[src/rtl/shreg_pkg.sv]
package shreg_pkg;

    typedef enum logic [2:0] {
        OP_HOLD,
        OP_LOAD,
        OP_SHIFT,
        OP_FORCE_SET,
        OP_FORCE_CLR,
        OP_CONFLICT
    } shreg_op_e;

endpackage

[src/rtl/shreg_ctl_sync.sv]
// Override synchroniser: assertion passes straight through, release drains
// through STAGES flops on the effective clock.
module shreg_ctl_sync #(
    parameter int STAGES = 2
) (
    input  logic clk_i,
    input  logic por_n,
    input  logic act_i,
    output logic lvl_o
);

    logic [STAGES-1:0] pipe_d;
    logic [STAGES-1:0] pipe_q;

    generate
        if (STAGES < 2) begin : g_bad_stages
            $error("shreg_ctl_sync needs at least two stages");
        end
    endgenerate

    always_comb begin
        pipe_d = {pipe_q[STAGES-2:0], 1'b0};
    end

    always_ff @(posedge clk_i or negedge por_n or posedge act_i) begin
        if (!por_n) begin
            pipe_q <= '0;
        end else if (act_i) begin
            pipe_q <= '1;
        end else begin
            pipe_q <= pipe_d;
        end
    end

    assign lvl_o = pipe_q[STAGES-1];

endmodule

[src/rtl/shreg_decode.sv]
// Chooses the operation for the coming edge; overrides win, a clash holds.
module shreg_decode
    import shreg_pkg::*;
(
    input  logic      en_i,
    input  logic      load_sel_i,
    input  logic      set_i,
    input  logic      clr_i,
    output shreg_op_e op_o
);

    always_comb begin
        if (set_i && clr_i) begin
            op_o = OP_CONFLICT;
        end else if (set_i) begin
            op_o = OP_FORCE_SET;
        end else if (clr_i) begin
            op_o = OP_FORCE_CLR;
        end else if (!en_i) begin
            op_o = OP_HOLD;
        end else if (load_sel_i) begin
            op_o = OP_LOAD;
        end else begin
            op_o = OP_SHIFT;
        end
    end

endmodule

[src/rtl/shreg_datapath.sv]
// Next-value mux for the register word.
module shreg_datapath
    import shreg_pkg::*;
#(
    parameter int               WIDTH = 4,
    parameter logic [WIDTH-1:0] SET_V = '1,
    parameter logic [WIDTH-1:0] CLR_V = '0
) (
    input  shreg_op_e        op_i,
    input  logic [WIDTH-1:0] cur_i,
    input  logic [WIDTH-1:0] par_i,
    input  logic             sdin_i,
    output logic [WIDTH-1:0] nxt_o
);

    always_comb begin
        unique case (op_i)
            OP_LOAD:      nxt_o = par_i;
            OP_SHIFT:     nxt_o = {sdin_i, cur_i[WIDTH-1:1]};
            OP_FORCE_SET: nxt_o = SET_V;
            OP_FORCE_CLR: nxt_o = CLR_V;
            default:      nxt_o = cur_i;
        endcase
    end

endmodule

[src/rtl/shreg_right.sv]
module shreg_right
    import shreg_pkg::*;
#(
    parameter int WIDTH          = 4,
    parameter int FALL_EDGE      = 0,
    parameter int LOAD_WHEN_HIGH = 1,
    parameter int SR_ACTIVE_HIGH = 1,
    parameter int SR_ASYNC       = 0,
    parameter int SET_VAL        = -1,
    parameter int RESET_VAL      = -1,
    parameter int INIT_VAL       = 0,
    parameter int SYNC_STAGES    = 2
) (
    input  logic             clk,
    input  logic             por_n,
    input  logic             en,
    input  logic             ld_sh,
    input  logic             sdin,
    input  logic [WIDTH-1:0] par_d,
    input  logic             set_in,
    input  logic             rst_in,
    output logic [WIDTH-1:0] q
);

    localparam logic [WIDTH-1:0] SET_V  = (SET_VAL == -1) ? {WIDTH{1'b1}} : WIDTH'(SET_VAL);
    localparam logic [WIDTH-1:0] RST_V  = (RESET_VAL == -1) ? {WIDTH{1'b0}} : WIDTH'(RESET_VAL);
    localparam logic [WIDTH-1:0] INIT_V = WIDTH'(INIT_VAL);

    typedef struct packed {
        logic [WIDTH-1:0] word;
    } state_t;

    state_t    state_d;
    state_t    state_q;
    logic      clk_i;
    logic      load_sel;
    logic      set_act;
    logic      rst_act;
    logic      set_lvl;
    logic      rst_lvl;
    logic      set_dec;
    logic      rst_dec;
    shreg_op_e op;
    logic [WIDTH-1:0] nxt_word;

    generate
        if (WIDTH < 2) begin : g_bad_width
            $error("shreg_right needs WIDTH of at least 2");
        end
    endgenerate

    // effective clock and normalised control levels
    assign clk_i    = (FALL_EDGE != 0) ? ~clk : clk;
    assign load_sel = (LOAD_WHEN_HIGH != 0) ? ld_sh : ~ld_sh;
    assign set_act  = (SR_ACTIVE_HIGH != 0) ? set_in : ~set_in;
    assign rst_act  = (SR_ACTIVE_HIGH != 0) ? rst_in : ~rst_in;

    generate
        if (SR_ASYNC != 0) begin : g_async_ctl
            shreg_ctl_sync #(.STAGES(SYNC_STAGES)) u_set_sync (
                .clk_i (clk_i),
                .por_n (por_n),
                .act_i (set_act),
                .lvl_o (set_lvl)
            );
            shreg_ctl_sync #(.STAGES(SYNC_STAGES)) u_rst_sync (
                .clk_i (clk_i),
                .por_n (por_n),
                .act_i (rst_act),
                .lvl_o (rst_lvl)
            );
            // overrides act on the flop's asynchronous branch only
            assign set_dec = 1'b0;
            assign rst_dec = 1'b0;
        end else begin : g_sync_ctl
            assign set_lvl = set_act;
            assign rst_lvl = rst_act;
            assign set_dec = set_lvl;
            assign rst_dec = rst_lvl;
        end
    endgenerate

    shreg_decode u_decode (
        .en_i       (en),
        .load_sel_i (load_sel),
        .set_i      (set_dec),
        .clr_i      (rst_dec),
        .op_o       (op)
    );

    shreg_datapath #(
        .WIDTH (WIDTH),
        .SET_V (SET_V),
        .CLR_V (RST_V)
    ) u_datapath (
        .op_i   (op),
        .cur_i  (state_q.word),
        .par_i  (par_d),
        .sdin_i (sdin),
        .nxt_o  (nxt_word)
    );

    always_comb begin
        state_d      = state_q;
        state_d.word = nxt_word;
    end

    generate
        if (SR_ASYNC != 0) begin : g_async_reg
            always_ff @(posedge clk_i or negedge por_n or posedge set_lvl or posedge rst_lvl) begin
                if (!por_n) begin
                    state_q.word <= INIT_V;
                end else if (set_lvl && rst_lvl) begin
                    state_q <= state_q;
                end else if (set_lvl) begin
                    state_q.word <= SET_V;
                end else if (rst_lvl) begin
                    state_q.word <= RST_V;
                end else begin
                    state_q <= state_d;
                end
            end
        end else begin : g_sync_reg
            always_ff @(posedge clk_i or negedge por_n) begin
                if (!por_n) begin
                    state_q.word <= INIT_V;
                end else begin
                    state_q <= state_d;
                end
            end
        end
    endgenerate

    assign q = state_q.word;

endmodule

[config.mk]
export PLATFORM = sky130hd
export DESIGN_NAME = shreg_right
export DESIGN_NICKNAME = d
export VERILOG_FILES = /design/src/rtl/shreg_pkg.sv /design/src/rtl/shreg_ctl_sync.sv /design/src/rtl/shreg_decode.sv /design/src/rtl/shreg_datapath.sv /design/src/rtl/shreg_right.sv
export SDC_FILE = /design/constraint.sdc
export NUM_CORES = 1
export LEC_CHECK = 0
export CAP_MARGIN = 30
export CORE_AREA = 5 5 42 44
export CTS_CLUSTER_SIZE = 30
export DETAILED_ROUTE_END_ITERATION = 10
export DIE_AREA = 0 0 47 49
export DONT_BUFFER_PORTS = 1
export GPL_ROUTABILITY_DRIVEN = 1
export GPL_TIMING_DRIVEN = 0
export PLACE_DENSITY = 0.3
export REMOVE_ABC_BUFFERS = 1
export SETUP_SLACK_MARGIN = 0.02
export SLEW_MARGIN = 20
export SYNTH_ARGS = -nofsm -noshare
export SYNTH_HDL_FRONTEND = slang
export SYNTH_SLANG_ARGS = --single-unit
[constraint.sdc]
create_clock -name clk -period 1.55 [get_ports clk]
set_input_delay 0.31 -clock clk [delete_from_list [all_inputs] [get_ports clk]]
set_output_delay 0.31 -clock clk [all_outputs]
set_load 0.02 [all_outputs]
==> results of run 1 <==
final timing paths:
check,start,end,slack [ns],cells after the start
min in group asynchronous,por_n,q[3],0.35,1
max reg2reg,q[3],q[2],0.54,3
max in group asynchronous,por_n,q[0],1.02,1
min reg2reg,q[0],q[0],0.66,2
max,q[3],q[3],0.51,0
min,rst_in,q[2],0.16,1
cells by family after synthesis:
group | count (synthesis) | share of synthesized area [%]
muxes | 4 | 16.8
AOI/OAI and AO/OA | 8 | 23.2
buffers and inverters | 3 | 5.26
DFF | 4 | 42.1
and+or+nand+nor | 8 | 12.6
placed cells by master, fill, tap and decap left out:
cell type | netlist | routed
nand2_1 | 4 | 4
a21oi_1 | 4 | 4
mux2i_1 | 4 | 4
nor2_1 | 4 | 4
clkbuf_4 | 0 | 3
a2bb2oi_1 | 4 | 4
dlygate4sd3_1 | 0 | 1
dfrtp_1 | 4 | 4
power groups by stage:
stage	combinational, mW	clock [mW]	sequential (mW)
floorplan	0.0329	0	0.142
global placement	0.0364	0	0.146
detailed placement	0.0366	0	0.146
CTS	0.0408	0.136	0.145
global route	0.0444	0.141	0.147
finish	0.0398	0.127	0.144
stage by stage:
| step | instance area [µm²] | power [mW] |
|---|---|---|
| 2_1_floorplan | 225 | 0.175 |
| 3_3_place_gp | 245 | 0.183 |
| 3_5_place_dp | 245 | 0.183 |
| 4_1_cts | 278 | 0.322 |
| 5_1_grt | 278 | 0.332 |
| 6_report | 278 | 0.310 |
final cells by class:
cell class / count / area [µm²]
tap: 16 / 20.0
fill: 170 / 1120
multi-input combinational: 20 / 125
sequential: 4 / 100
clock buffer: 3 / 22.5
timing repair buffer: 1 / 10.0
metal layers:
| metal | global-route usage, % | part of all wire [%] | vias up |
|---|---|---|---|
| met5 | 0 | 0 | - |
| met4 | 6.91 | 0 | 0 |
| met3 | 5.90 | 21 | 0 |
| met2 | 7.01 | 50 | 10 |
| met1 | 3.55 | 29 | 85 |
| li1 | - | - | 99 |
worst register-to-register path, delay by kind of cell, from the launching register on:
kind	cells	cell delay, ns
AO/OA/AOI/OAI	2	0.32
flip-flops	1	0.49
multiplexers	1	0.11
repair_timing:
item | in CTS | in global routing
hold buffers | 1 | 0
endpoints found under the hold margin | 4 | 0
gates resized for setup | 0 | 0
==> impl_metrics.py, run 1 <==
metrics = {
    "run_status": {
        "status": "completed",
    },
    "clock_network": {
        "insertion_delay_ns": 0.23,
        "cts_root_buf": "clkbuf_4",
        "cts-htree-levels": 1,
        "clockBufferDepth": 2,
        "clock_sinks": 4,
        "numCtsBuffers": 3,
        "postCtsSetupRepairBufs": 0,
        "clk_pin_slew_ns": 0.04,
        "cts_tree": "built",
    },
    "power": {
        "clockPowerShare_pct": 40.8,
        "switching_power_mw": 0.0825,
        "powerDensity_nw_per_um2": 1120,
        "leakage_nw": 0.124,
        "sw_frac_of_total_pct": 26.6,
        "seqPwrFrac_pct": 46.4,
        "peakVddDrop_mv": 0.257,
        "internal_power_mw": 0.228,
        "combPwrFrac_pct": 12.8,
    },
    "timing": {
        "tightest_slew_ns": 0.285,
        "clock.fmax_mhz": 965,
        "layout_setup_ws_ns": 0.513,
        "fin_tns_setup_ns": 0,
        "setup_viol": 0,
        "skew_ns": 0.00215,
        "fin_crit_ns": 1.04,
        "slew_headroom_pct": 81.0,
        "drv_slew": 0,
        "rsz0062_at_grt": "no",
        "hold_viol": 0,
        "hold-worst-slack_ns": 0.162,
        "finalCritPeriodShare_pct": 66.9,
    },
    "layout": {
        "nNetsFinal": 41,
        "final_cells": 44,
        "drive_gt1_share_pct": 10.7,
        "fin_util_pct": 19.8,
        "largest_reg_flops": 4,
        "diodes": 0,
        "area_delta_synth_final_pct": 16.8,
    },
    "die": {
        "initial_core_util_pct": 17.0,
        "die_y_um": 49,
        "placementRows": 14,
        "die_w_um": 47,
        "design.die.area_um2": 2300,
        "fp.coreArea_um2": 1400,
        "io_pins": 15,
    },
    "synthesis": {
        "synth_edf_count": 0,
        "synth.area.top_cells": "dfrtp_1 42%, mux2i_1 17%, a2bb2oi_1 15%",
        "ys.flop_type": "dfrtp_1",
        "yosysWarnings": 0,
        "synth_top_area_share_pct": 42.1,
        "yosysSeqAreaShare_pct": 42.1,
        "synth_area_um2": 238,
        "synth_cell_types": 9,
        "syn_inst": 27,
        "syn_area_per_cell_um2": 8.80,
        "synth-async-reset-ratio_pct": 100,
        "synth-seq-cells": 4,
        "synth.largest_area_cell": "dfrtp_1",
    },
    "route": {
        "wl_um": 558,
        "drtPass1Iterations": 3,
        "drc_errors": 0,
        "routed_via_density": 4.41,
        "drt_iter0_drc": 4,
        "post_drt_wl_per_cell_um": 12.7,
        "ant_nets": 0,
        "num_vias": 194,
    },
    "critical_path": {
        "crit_required_ns": 1.24,
        "path_class": "reg -> out",
        "worstSetupEndpointType": "primary output",
        "crit_fanout": 4,
        "critPathArrivalTime_ns": 0.73,
        "critPathLaunchType": "flip-flop",
    },
    "grt": {
        "grt_max_degree": 9,
        "grt_pass1_wl_um": 786,
        "antenna_found_initial": 0,
        "grt_pass1_vias": 188,
        "grt_usage_pct": 5.51,
        "gr-total-overflow": 0,
    },
    "placed_design": {
        "dp_slack_ns": 0.534,
        "dpl.hpwl_um": 482,
        "place_congestion": 0.647,
        "io_buffer_count": 0,
        "dp_cells": 40,
    },
    "job": {
        "drv_cap": 0,
    },
    "hold_path": {
        "holdCritPathClass": "in -> reg",
    },
}
Power figures use the tool's default switching activity.
==> run 2, diff against run 1 <==
--- a/config.mk
+++ b/config.mk
@@ -5,6 +5,7 @@
 export SDC_FILE = /design/constraint.sdc
 export NUM_CORES = 1
 export LEC_CHECK = 0
+export ABC_AREA = 1
 export CAP_MARGIN = 30
 export CORE_AREA = 5 5 42 44
 export CTS_CLUSTER_SIZE = 30
@@ -13,7 +14,7 @@
 export DONT_BUFFER_PORTS = 1
 export GPL_ROUTABILITY_DRIVEN = 1
 export GPL_TIMING_DRIVEN = 0
-export PLACE_DENSITY = 0.3
+export PLACE_DENSITY = 0.32
 export REMOVE_ABC_BUFFERS = 1
 export SETUP_SLACK_MARGIN = 0.02
 export SLEW_MARGIN = 20
==> constraint.sdc (replaced) <==
create_clock -name clk -period 0.9 [get_ports clk]
set_input_delay 0.18 -clock clk [delete_from_list [all_inputs] [get_ports clk]]
set_output_delay 0.18 -clock clk [all_outputs]
set_load 0.02 [all_outputs]
==> impl_metrics.py, run 2 <==
metrics = {
    "run_status": {
        "status": "completed",
    },
    "die": {
        "fp.coreArea_um2": 1400,
        "die_y_um": 49,
        "io_pins": 15,
        "placementRows": 14,
        "initial_core_util_pct": 19.9,
        "design.die.area_um2": 2300,
        "die_w_um": 47,
    },
    "route": {
        "wl_um": 737,
        "drc_errors": 0,
        "drtPass1Iterations": 2,
        "routed_via_density": 4.41,
        "top_layer": "met3",
        "ant_nets": 0,
        "met1_length_um": 267,
        "drt_iter0_drc": 3,
        "num_vias": 260,
        "wl_met3_um": 51,
        "route.met2.wl_um": 418,
        "post_drt_wl_per_cell_um": 12.5,
    },
    "critical_path": {
        "worstSetupEndpointType": "primary output",
        "crit_required_ns": 0.72,
        "critPathLaunchType": "flip-flop",
        "path_class": "reg -> out",
        "critPathArrivalTime_ns": 0.69,
        "crit_fanout": 3,
    },
    "synthesis": {
        "synth.largest_area_cell": "dfrtp_1",
        "synth-async-reset-ratio_pct": 100,
        "synth_top_area_share_pct": 35.9,
        "synth-seq-cells": 4,
        "syn_inst": 39,
        "yosysSeqAreaShare_pct": 35.9,
        "syn_area_per_cell_um2": 7.15,
        "synth_edf_count": 0,
        "ys.flop_type": "dfrtp_1",
        "yosysWarnings": 0,
        "synth_cell_types": 13,
        "ys_top_cells_by_count": "7 x nand3_1, 6 x nand2_1, 5 x inv_1, 5 x nor2_1, 4 x dfrtp_1",
        "synth_area_um2": 279,
        "synth.area.top_cells": "dfrtp_1 36%, nand3_1 13%, a21oi_2 9.4%",
        "yosysMostFrequentCell": "nand3_1",
    },
    "timing": {
        "tightest_slew_ns": 0.184,
        "skew_ns": 0.00312,
        "slew_headroom_pct": 87.7,
        "hold-worst-slack_ns": 0.122,
        "clock.fmax_mhz": 1150,
        "setup_viol": 0,
        "drv_slew": 0,
        "fin_crit_ns": 0.870,
        "hold_viol": 0,
        "finalCritPeriodShare_pct": 96.6,
        "rsz0062_at_grt": "yes",
        "fin_tns_setup_ns": 0,
    },
    "grt": {
        "grt_pass1_wl_um": 1210,
        "antenna_found_initial": 0,
        "grt_max_degree": 7,
        "gr-total-overflow": 0,
        "grt_pass1_vias": 277,
        "grt_usage_pct": 7.42,
    },
    "clock_network": {
        "numCtsBuffers": 3,
        "cts-htree-levels": 1,
        "cts_tree": "built",
        "insertion_delay_ns": 0.23,
        "clockBufferDepth": 2,
        "postCtsSetupRepairBufs": 0,
        "clk_pin_slew_ns": 0.04,
        "cts_root_buf": "clkbuf_4",
        "clock_sinks": 4,
    },
    "layout": {
        "final_area_um2": 345,
        "layout_common_cells": "6 x nand2_1, 6 x nand3_1, 5 x nor2_1",
        "nNetsFinal": 56,
        "area_delta_synth_final_pct": 23.8,
        "diodes": 0,
        "largest_reg_flops": 4,
        "drive_gt1_share_pct": 46.5,
        "final_cells": 59,
    },
    "power": {
        "seqPwrFrac_pct": 45.1,
        "clockPowerShare_pct": 36.2,
        "leakage_nw": 0.164,
        "internal_power_mw": 0.404,
        "power_mw": 0.596,
        "peakVddDrop_mv": 0.552,
        "combPwrFrac_pct": 18.7,
        "sw_frac_of_total_pct": 32.2,
        "powerDensity_nw_per_um2": 1730,
        "switching_power_mw": 0.192,
    },
    "placed_design": {
        "place_congestion": 0.659,
        "io_buffer_count": 0,
        "dpl.hpwl_um": 609,
        "dp_cells": 55,
        "placedInstanceArea_um2": 299,
    },
    "job": {
        "drv_cap": 0,
    },
    "hold_path": {
        "holdCritPathClass": "in -> reg",
    },
}
-- run 2: cell count changes after synthesis, sizes merged, moves of 2 or more --
cell,before,now
nand3,0,8
inv,0,7
nand2,4,9
a2bb2oi,4,0
mux2i,4,0
clkbuf,2,0
nor2,4,6
-- run 2: layer usage --
metal,GRT usage [%],vias up
li1,-,131
met1,8.22,123
met2,11.5,6
met3,1.85,0
met4,5.53,0
met5,0,-
-- run 2: stage by stage --
stage	util, %	setup slack [ns]
after global routing	24.6	0.0104
final	24.6	0.0302
after floorplan	-	0.0911
after detailed placement	21.3	0.0154
after global placement	21.3	0.0181
after CTS	23.9	0.0165
-- run 2: cell families (layout without fill, tap and decap cells) --
family,after synthesis,in the layout,share of synthesized area [%]
buffers and inverters,7,11,9.42
flip-flops,4,4,35.9
AND/OR/NAND/NOR,23,23,41.7
AO/OA/AOI/OAI,5,5,13.0
-- run 2: worst paths after layout --
kind	slack [ns]	from	depth (start not counted)	to
worst min-delay path	0.12	par_d[0]	2	q[0]
worst max-delay path	0.03	q[1]	0	q[1]
worst min register to register	0.63	q[0]	2	q[0]
min in group asynchronous	0.22	por_n	1	q[0]
worst max register to register	0.07	q[2]	4	q[1]
max in group asynchronous	0.50	por_n	1	q[3]
-- run 2: cell type report --
cell class,instances,area (µm²)
Fill cell,155,1060
Timing Repair Buffer,1,10.0
Clock buffer,3,22.5
Multi-Input combinational cell,28,161
Tap cell,16,20.0
Inverter,7,26.3
Sequential cell,4,105
-- run 2: repair_timing --
action / in CTS / in global routing
hold buffers: 1 / 0
endpoints found under the setup margin: 6 / 6
hold endpoints to repair: 4 / 0
gates resized for setup: 3 / 4
-- run 2: worst reg2reg max path, stage by stage, from the launching register on --
cell,delay (ns)
dfrtp_2,0.45
nand3_1,0.10
nand2_1,0.07
inv_2,0.06
a21oi_2,0.04
-- run 2: power by group through the flow --
stage / Sequential (mW) / Clock (mW) / Combinational (mW)
floorplan: 0.257 / 0 / 0.0844
detailed placement: 0.266 / 0 / 0.100
global route: 0.273 / 0.235 / 0.129
global placement: 0.265 / 0 / 0.0986
finish: 0.269 / 0.216 / 0.112
CTS: 0.268 / 0.229 / 0.107
==> run 3, diff against run 2 <==
--- a/config.mk
+++ b/config.mk
@@ -7,10 +7,10 @@
 export LEC_CHECK = 0
 export ABC_AREA = 1
 export CAP_MARGIN = 30
-export CORE_AREA = 5 5 42 44
+export CORE_AREA = 2 2 39 41
 export CTS_CLUSTER_SIZE = 30
 export DETAILED_ROUTE_END_ITERATION = 10
-export DIE_AREA = 0 0 47 49
+export DIE_AREA = 0 0 41 43
 export DONT_BUFFER_PORTS = 1
 export GPL_ROUTABILITY_DRIVEN = 1
 export GPL_TIMING_DRIVEN = 0
==> impl_metrics.py, run 3 (synthesis gave the netlist of run 2 again) <==
metrics = {
    "power": {
        "peakVddDrop_mv": 0.893,
        "power_mw": 0.587,
        "leakage_nw": 0.164,
        "powerDensity_nw_per_um2": 1740,
    },
    "layout": {
        "area_delta_synth_final_pct": 20.6,
        "nNetsFinal": 56,
        "drive_gt1_share_pct": 39.5,
        "largest_reg_flops": 4,
        "final_area_um2": 337,
        "diodes": 0,
        "layout_common_cells": "7 x nand3_1, 6 x nand2_1, 5 x inv_1, 5 x nor2_1, 4 x dfrtp_2",
        "layout_commonest_cell": "nand3_1",
    },
    "route": {
        "post_drt_wl_per_cell_um": 11.0,
        "routed_via_density": 4.53,
        "drt_iter0_drc": 1,
        "ant_nets": 0,
        "wl_um": 650,
        "drc_errors": 0,
        "drtPass1Iterations": 3,
        "num_vias": 267,
    },
    "job": {
        "drv_cap": 0,
    },
    "grt": {
        "gr-total-overflow": 0,
        "grt_pass1_wl_um": 993,
        "grt_usage_pct": 9.56,
        "grt_pass1_vias": 259,
        "antenna_found_initial": 0,
        "grt_max_degree": 7,
    },
    "die": {
        "placementRows": 14,
        "io_pins": 15,
        "fp.coreArea_um2": 1380,
        "die_y_um": 43,
        "design.die.area_um2": 1760,
        "die_w_um": 41,
        "initial_core_util_pct": 20.2,
    },
    "critical_path": {
        "crit_required_ns": 0.72,
        "path_class": "reg -> out",
        "critPathLaunchType": "flip-flop",
        "worstSetupEndpointType": "primary output",
        "crit_fanout": 3,
        "critPathArrivalTime_ns": 0.69,
    },
    "timing": {
        "skew_ns": 0.00344,
        "rsz0062_at_grt": "yes",
        "slew_headroom_pct": 87.8,
        "hold-worst-slack_ns": 0.0999,
        "finalCritPeriodShare_pct": 97.0,
        "layout_setup_ws_ns": 0.0268,
        "clock.fmax_mhz": 1150,
        "tightest_slew_ns": 0.183,
        "hold_viol": 0,
        "setup_viol": 0,
        "drv_slew": 0,
        "fin_tns_setup_ns": 0,
        "fin_crit_ns": 0.873,
    },
    "clock_network": {
        "cts-htree-levels": 1,
        "clk_pin_slew_ns": 0.04,
        "insertion_delay_ns": 0.24,
        "cts_tree": "built",
        "clock_sinks": 4,
        "postCtsSetupRepairBufs": 0,
        "numCtsBuffers": 3,
        "clockBufferDepth": 2,
        "cts_root_buf": "clkbuf_4",
    },
    "placed_design": {
        "dp_slack_ns": 0.0260,
        "placedInstanceArea_um2": 299,
        "io_buffer_count": 0,
        "dpl.hpwl_um": 544,
        "place_congestion": 0.675,
    },
    "run_status": {
        "status": "completed",
    },
    "hold_path": {
        "holdCritPathClass": "in -> reg",
    },
}
## run 3: layout make-up
cell class,instances,area (µm²)
Inverter,7,26.3
Clock buffer,3,22.5
Tap cell,16,20.0
Timing Repair Buffer,1,10.0
Fill cell,165,1050
Multi-Input combinational cell,28,153
Sequential cell,4,105
## run 3: timing repair
| item | in CTS | in global routing |
|---|---|---|
| hold endpoints to repair | 4 | 0 |
| setup endpoints to repair | 3 | 4 |
| hold buffers | 1 | 0 |
| resized for setup | 3 | 1 |
## run 3: metrics by stage
step / utilization [%] / instances
after global placement: 21.6 / 55
after CTS: 24.2 / 59
after global routing: 24.3 / 59
after floorplan: - / 39
after detailed placement: 21.6 / 55
final: 24.3 / 59
## run 3: power by group
part	total, mW	switching (mW)	internal [mW]	leakage (nW)
Combinational	0.103	0.0611	0.0419	0.110
Sequential	0.267	0.0553	0.211	0.0404
Clock	0.217	0.0684	0.149	0.0138
## run 3: path summary, 6_finish.rpt
check | start | to | slack [ns] | cells past startpoint
setup / recovery | q[1] | q[1] | 0.03 | 0
hold / removal | par_d[0] | q[0] | 0.1 | 2
setup reg to reg | q[2] | q[1] | 0.08 | 4
hold reg to reg | q[0] | q[0] | 0.63 | 2
max in group asynchronous | por_n | q[2] | 0.50 | 1
min in group asynchronous | por_n | q[1] | 0.21 | 1
## run 3: metal layers
metal / track usage [%] / routed length (µm)
met1: 10.0 / 270
met2: 10.9 / 277
met3: 7.33 / 82
met4: 10.0 / 19
met5: 0 / 0
